==> src/rtl/win_pkg.sv <==
package win_pkg;
  typedef enum logic [1:0] {
    ST_IDLE = 2'd0,
    ST_RUN  = 2'd1,
    ST_FIN  = 2'd2
  } win_state_t;
endpackage

==> src/rtl/win_shift_chain.sv <==
module win_shift_chain #(
  parameter int DW  = 16,
  parameter int WIN = 4
) (
  input  logic              clk,
  input  logic              rst,
  input  logic              shift,
  input  logic [DW-1:0]     din,
  output logic [WIN*DW-1:0] window
);
  localparam int TAPS = WIN - 1;

  logic [DW-1:0] taps [TAPS];

  for (genvar j = 0; j < TAPS; j++) begin : g_tap
    if (j == TAPS - 1) begin : g_last
      always_ff @(posedge clk) begin
        if (rst) taps[j] <= '0;
        else if (shift) taps[j] <= din;
      end
    end else begin : g_mid
      always_ff @(posedge clk) begin
        if (rst) taps[j] <= '0;
        else if (shift) taps[j] <= taps[j+1];
      end
    end
    assign window[j*DW +: DW] = taps[j];
  end

  assign window[TAPS*DW +: DW] = din;
endmodule

==> src/rtl/win_ctrl.sv <==
module win_ctrl
  import win_pkg::*;
#(
  parameter int WIN   = 4,
  parameter int CNT_W = 8
) (
  input  logic             clk,
  input  logic             rst,
  input  logic             go,
  input  logic [CNT_W-1:0] num_win,
  input  logic             in_valid,
  input  logic             out_valid,
  input  logic             out_ready,
  output logic             in_ready,
  output logic             emit,
  output logic [CNT_W-1:0] emit_idx,
  output logic             clr,
  output logic             done
);
  localparam int IC_W = CNT_W + 1;
  localparam logic [IC_W-1:0] FILL = IC_W'(WIN - 1);

  win_state_t       state;
  logic [CNT_W-1:0] lim;
  logic [IC_W-1:0]  in_cnt;
  logic [CNT_W-1:0] out_cnt;
  logic [IC_W-1:0]  need;
  logic             accept, out_fire, last_fire, warm, room;

  assign need      = {1'b0, lim} + FILL;
  assign warm      = in_cnt >= FILL;
  assign room      = !warm || !out_valid || out_ready;
  assign in_ready  = go && (state == ST_RUN) && (in_cnt < need) && room;
  assign accept    = in_valid && in_ready;
  assign emit      = accept && warm;
  assign emit_idx  = CNT_W'(in_cnt - FILL);
  assign out_fire  = out_valid && out_ready;
  assign last_fire = out_fire && (out_cnt == lim - CNT_W'(1));
  assign clr       = !go || (state != ST_RUN);
  assign done      = (state == ST_FIN);

  always_ff @(posedge clk) begin
    if (rst) begin
      state   <= ST_IDLE;
      lim     <= '0;
      in_cnt  <= '0;
      out_cnt <= '0;
    end else if (!go) begin
      state   <= ST_IDLE;
      in_cnt  <= '0;
      out_cnt <= '0;
    end else begin
      case (state)
        ST_IDLE: begin
          lim     <= num_win;
          in_cnt  <= '0;
          out_cnt <= '0;
          state   <= (num_win == '0) ? ST_FIN : ST_RUN;
        end
        ST_RUN: begin
          if (accept) in_cnt <= in_cnt + IC_W'(1);
          if (out_fire) out_cnt <= out_cnt + CNT_W'(1);
          if (last_fire) state <= ST_FIN;
        end
        default: state <= ST_FIN;
      endcase
    end
  end

  // the accepted-element count never passes the run's element budget
  a_r6_no_overrun: assert property (@(posedge clk) disable iff (rst)
    (state == ST_RUN) |-> (in_cnt <= need));

  // no window is taken once the run is finished
  a_r7_fin_quiet: assert property (@(posedge clk) disable iff (rst)
    (state == ST_FIN) |-> !out_valid);
endmodule

==> src/rtl/win_out_reg.sv <==
module win_out_reg #(
  parameter int DW    = 16,
  parameter int WIN   = 4,
  parameter int CNT_W = 8
) (
  input  logic              clk,
  input  logic              rst,
  input  logic              clr,
  input  logic              load,
  input  logic [WIN*DW-1:0] win_in,
  input  logic [CNT_W-1:0]  idx_in,
  input  logic              out_ready,
  output logic              out_valid,
  output logic [WIN*DW-1:0] out_win,
  output logic [CNT_W-1:0]  out_idx
);
  always_ff @(posedge clk) begin
    if (rst) begin
      out_valid <= 1'b0;
      out_win   <= '0;
      out_idx   <= '0;
    end else if (clr) begin
      out_valid <= 1'b0;
    end else if (load) begin
      out_valid <= 1'b1;
      out_win   <= win_in;
      out_idx   <= idx_in;
    end else if (out_ready) begin
      out_valid <= 1'b0;
    end
  end

  // a stalled window is held unchanged
  a_r8_hold: assert property (@(posedge clk) disable iff (rst)
    (out_valid && !out_ready && !clr) |=> (out_valid && $stable(out_win) && $stable(out_idx)));
endmodule

==> src/rtl/win_smart_buffer.sv <==
module win_smart_buffer #(
  parameter int DW    = 16,
  parameter int WIN   = 4,
  parameter int CNT_W = 8
) (
  input  logic              clk,
  input  logic              rst,
  input  logic              go,
  input  logic [CNT_W-1:0]  num_win,
  input  logic              in_valid,
  input  logic [DW-1:0]     in_data,
  output logic              in_ready,
  output logic              out_valid,
  input  logic              out_ready,
  output logic [WIN*DW-1:0] out_win,
  output logic [CNT_W-1:0]  out_idx,
  output logic              done
);
  logic              emit, clr, shift;
  logic [CNT_W-1:0]  emit_idx;
  logic [WIN*DW-1:0] win_now;

  assign shift = in_valid && in_ready;

  win_ctrl #(.WIN(WIN), .CNT_W(CNT_W)) u_ctrl (
    .clk(clk), .rst(rst), .go(go), .num_win(num_win),
    .in_valid(in_valid), .out_valid(out_valid), .out_ready(out_ready),
    .in_ready(in_ready), .emit(emit), .emit_idx(emit_idx),
    .clr(clr), .done(done)
  );

  win_shift_chain #(.DW(DW), .WIN(WIN)) u_chain (
    .clk(clk), .rst(rst), .shift(shift), .din(in_data), .window(win_now)
  );

  win_out_reg #(.DW(DW), .WIN(WIN), .CNT_W(CNT_W)) u_out (
    .clk(clk), .rst(rst), .clr(clr), .load(emit),
    .win_in(win_now), .idx_in(emit_idx), .out_ready(out_ready),
    .out_valid(out_valid), .out_win(out_win), .out_idx(out_idx)
  );

  // with the enable low nothing moves on the next cycle
  a_r2_idle: assert property (@(posedge clk) disable iff (rst)
    !go |=> (!out_valid && !done));

  // a new window is only ever produced by an accepted element
  a_r3_from_input: assert property (@(posedge clk) disable iff (rst)
    $rose(out_valid) |-> $past(in_valid && in_ready));

  // the finished state takes no input and shows no window
  a_r7_done_stop: assert property (@(posedge clk) disable iff (rst)
    done |-> (!in_ready && !out_valid));

  // reset leaves the outputs quiet
  a_r1_reset: assert property (@(posedge clk)
    $past(rst) |-> (!out_valid && !done));
endmodule

==> config.mk <==
export PLATFORM = sky130hd
export DESIGN_NAME = win_smart_buffer
export DESIGN_NICKNAME = d
export VERILOG_FILES = /design/src/rtl/win_pkg.sv /design/src/rtl/win_shift_chain.sv /design/src/rtl/win_ctrl.sv /design/src/rtl/win_out_reg.sv /design/src/rtl/win_smart_buffer.sv
export SDC_FILE = /design/constraint.sdc
export NUM_CORES = 1
export LEC_CHECK = 0
export BUFFER_PORTS_ARGS = -buffer_cell sky130_fd_sc_hd__buf_2
export CAP_MARGIN = 40
export CORE_UTILIZATION = 53
export DETAILED_ROUTE_END_ITERATION = 7
export GPL_TIMING_DRIVEN = 0
export PLACE_DENSITY = 0.86
export SYNTH_ARGS = -nofsm -noshare
export SYNTH_HDL_FRONTEND = slang
export SYNTH_HIERARCHICAL = 1
export SYNTH_SLANG_ARGS = --single-unit
==> constraint.sdc <==
create_clock -name clk -period 3.5 [get_ports clk]
set_input_delay 0.175 -clock clk [delete_from_list [all_inputs] [get_ports clk]]
set_output_delay 0.175 -clock clk [all_outputs]
set_load 0.005 [all_outputs]
==> impl_metrics.py <==
metrics = {
    "clock_tree": {
        "cts_tree": "yes",
        "cts_buffers": 17,
        "clk_pin_slew_worst_paths_ns": 0.06,
        "ctsLongestPathBuffers": 2,
        "htreeDepth": 4,
        "cts_sinks": 148,
        "cts-root-buf": "clkbuf_16",
        "clock_latency_ns": 0.43,
    },
    "die": {
        "die_w_um": 124.5,
        "ioPinCount": 104,
        "dieArea_sq_mm": 0.01551,
        "coreArea_sq_mm": 0.01459,
        "initial_core_util_pct": 54.54,
        "rows": 44,
        "die_y_um": 124.5,
    },
    "logic_synthesis": {
        "ys_async_sr_fraction_pct": 0,
        "ys_warn_count": 6,
        "avgSynthCellArea_sq_um": 11.51,
        "synth_top_area_share_pct": 25.16,
        "yosysTopAreaCell": "dfxtp_1",
        "syn_area_sq_mm": 0.007956,
        "ys_ff_latch": 148,
        "synth_nets": 731,
        "synthTopCellsByArea": "dfxtp_1 25%, edfxtp_1 18%, nand4bb_1 10%",
        "synthCells": 691,
        "synth-main-ff-cell": "dfxtp_1",
        "synth_edf_count": 48,
        "yosysUniqueCellTypes": 56,
        "synth-seq-area-share_pct": 43.28,
    },
    "setup_path": {
        "cpPeakStageDelay_ns": 0.36,
        "path_class": "flip-flop to flip-flop",
        "crit_fanout": 13,
        "crit_slowest_cell": "clkbuf_1",
        "critPathArrivalTime_ns": 3.35,
        "reg2reg_from": "u_ctrl/lim[2]",
        "cp-start-kind": "flip-flop",
        "crit_chain": "clkbuf_1, and3_1, and3_1, nand2_1, xor2_1, ha_1, nand2_1, o2111ai_1, a311oi_2, and2_2, buf_6, or2_4",
        "reg2reg_depth": 12,
        "endpoint_kind": "flip-flop",
        "reg2reg_to": "u_chain/taps[0][6]",
        "required_ns": 3.62,
        "rrSetupSlack_ns": 0.27,
    },
    "worst_hold_path": {
        "hold_path_end": "u_ctrl/lim[4]",
        "worstHoldStart": "num_win[4]",
        "min-delay-path-class": "primary input to flip-flop",
        "hold_depth": 3,
    },
    "sta": {
        "fin_crit_sh_pct": 92.32,
        "fin_skew_ns": 0.01011,
        "rsz0062_at_grt": "false",
        "final_hold_viol_count": 0,
        "tightest_slew_ns": 0.5908,
        "fmax_mhz": 309.5,
        "fin_ws_ns": 0.2688,
        "setup_viol": 0,
        "slew_violations": 0,
        "final.min_clock_period_ns": 3.231,
        "slew_headroom_pct": 60.61,
    },
    "routing": {
        "drc": 0,
        "wl_per_cell_um": 16.86,
        "dr_total_vias": 5595,
        "via_per_inst": 5.496,
        "wl_um": 17160,
        "first_pass_iters": 5,
        "ant_nets": 0,
        "drtIter0Drc": 326,
    },
    "outcome": {
        "outcome": "completed",
    },
    "pwr": {
        "power_leakage_nw": 4.145,
        "power_switching_uw": 887.5,
        "p_seq_share_pct": 44.6,
        "sw_frac_of_total_pct": 21.60,
        "intPower_mw": 3.222,
        "power_frac_comb_pct": 7.2,
        "power_density_mw_per_mm2": 434.6,
        "ir_drop_v": 0.0003452,
        "p_clk_share_pct": 48.2,
    },
    "placed_design": {
        "dp_hpwl_um": 12010,
        "port_buffers": 102,
        "place_inst": 977,
        "pre_cts_slack_ns": -0.4703,
        "finalWeightedCongestion": 0.8681,
    },
    "global_route": {
        "grt_antenna_before_repair": 0,
        "grt_max_degree": 25,
        "grt_overflow_total": 0,
        "grt_pass1_vias": 5442,
        "grt_pass1_wl_um": 27820,
        "grt_usage_pct": 22.72,
    },
    "run": {
        "maxCapViolations": 0,
    },
    "finish": {
        "diodes": 0,
        "n_fill_cell": 1104,
        "synthToLayoutAreaGrowth_pct": 18.82,
        "nets": 861,
        "drive_above_1_share_pct": 37.29,
        "fin_util_pct": 64.80,
        "stdcell_count": 1018,
    },
}
state kept, by name, indices dropped and copies added (netlist names):
register,flops
u_chain/taps,48
u_ctrl/in_cnt,9
u_ctrl/lim,8
u_ctrl/out_cnt,8
u_ctrl/state,2
u_out/out_idx,8
u_out/out_valid,1
u_out/out_win,64
cells in the mapped netlist, types with 3 or more instances:
cell type       count
nand2b_1           25
and2_1              4
o2111ai_1           3
nor4_1              5
nor3_1              3
buf_4              22
dlymetal6s2s_1      4
buf_8               5
and3b_1            49
nor2b_1             5
buf_6               5
nand3_1             9
ha_1               11
nor2_1             33
nand4bb_1          72
inv_1               8
o21ai_2            50
xor2_1             13
a21oi_1            14
nand2b_4           50
and3_1              6
edfxtp_1           48
clkbuf_1           11
a21o_1              3
buf_2              28
mux2i_1             6
nand4_1             6
or3_1               4
xnor2_1            17
dfxtp_1           100
o21ai_0             7
or4_1               4
nand2_1            15
o21ai_1            22
critical path: cells and delay by family, from the launching register on:
| kind | cells | cell delay, ns |
|---|---|---|
| fa+ha+maj | 1 | 0.29 |
| buf+inv | 2 | 0.52 |
| flops | 1 | 0.33 |
| simple gates | 6 | 1.08 |
| xor+xnor | 1 | 0.16 |
| compound gates | 2 | 0.53 |
final cells by class:
class	instances	area, sq um	share of cell area (%)
well taps	184	230.2	2.435
clock buffers	18	429.2	4.539
repair buffers	108	565.5	5.982
inverters	8	30.03	0.3176
plain buffers	76	574.3	6.075
flip-flops and latches	148	3445	36.43
multi-input cells	462	3971	42.01
clock inverters	14	209.0	2.210
kinds of logic (layout without fill, tap and decap cells):
group / count (synthesis) / in the layout / share of synthesized area (%)
mux: 6 / 6 / 0.7549
compound gates: 114 / 114 / 10.82
flops: 148 / 148 / 43.28
buf+inv: 84 / 224 / 7.265
xor+xnor: 30 / 30 / 3.302
fa+ha+maj: 11 / 11 / 1.730
simple gates: 298 / 301 / 32.85
what timing repair did:
item                                    in CTS  in global routing
endpoints found under the setup margin     156                148
resized for setup                            3                 15
setup buffers                                1                  1
hold buffers                                 4                  0
pin swaps                                    2                  3
endpoints found under the hold margin        4                  0
gates cloned                                 1                  2
cells in the final DEF, fill, tap and decap left out, types with 24 or more instances in the layout:
master     instances
nand2b_4          50
nand4bb_1         72
o21ai_2           50
nand2b_1          25
and3b_1           49
buf_2            120
edfxtp_1          48
dfxtp_1           99
buf_4             24
nor2_1            33
power by group through the flow:
| stage | combinational (mW) | sequential (mW) | clock [mW] |
|---|---|---|---|
| 2_1_floorplan | 0.215 | 1.86 | 0 |
| 3_3_place_gp | 0.272 | 1.87 | 0 |
| 3_5_place_dp | 0.278 | 1.87 | 0 |
| 4_1_cts | 0.287 | 1.83 | 2.01 |
| 5_1_grt | 0.316 | 1.83 | 2.08 |
| 6_report | 0.294 | 1.83 | 1.98 |
metal layers:
metal / vias up / wire length [um] / global-route usage [%]
met4: 0 / 374 / 10.06
met2: 166 / 8220 / 36.89
li1: 2760 / - / -
met3: 25 / 786 / 4.768
met1: 2644 / 7779 / 29.11
met5: - / 0 / 0
metrics by stage:
step | TNS [ns] | power [mW] | cell area, sq um | hold WS [ns]
floorplan | 0 | 2.070 | 7959 | 0.3136
global placement | -19.71 | 2.140 | 8700 | 0.4140
detailed placement | -32.21 | 2.147 | 8700 | 0.4161
CTS | 0 | 4.126 | 9402 | 0.0004501
global route | 0 | 4.233 | 9454 | 0.01667
finish | 0 | 4.109 | 9454 | 0.02276
worst max-delay path by stage:
stage / startpoint / endpoint / depth (start not counted)
floorplan: u_ctrl/lim[0] / u_chain/taps[0][0] / 12
global placement: u_ctrl/lim[0] / u_chain/taps[2][8] / 12
detailed placement: u_ctrl/lim[0] / u_chain/taps[2][10] / 12
CTS: u_ctrl/lim[0] / u_chain/taps[1][3] / 12
global route: u_ctrl/lim[2] / u_out/out_idx[3] / 14
finish: u_ctrl/lim[2] / u_chain/taps[0][6] / 12
(Power assumes the default switching activity.)
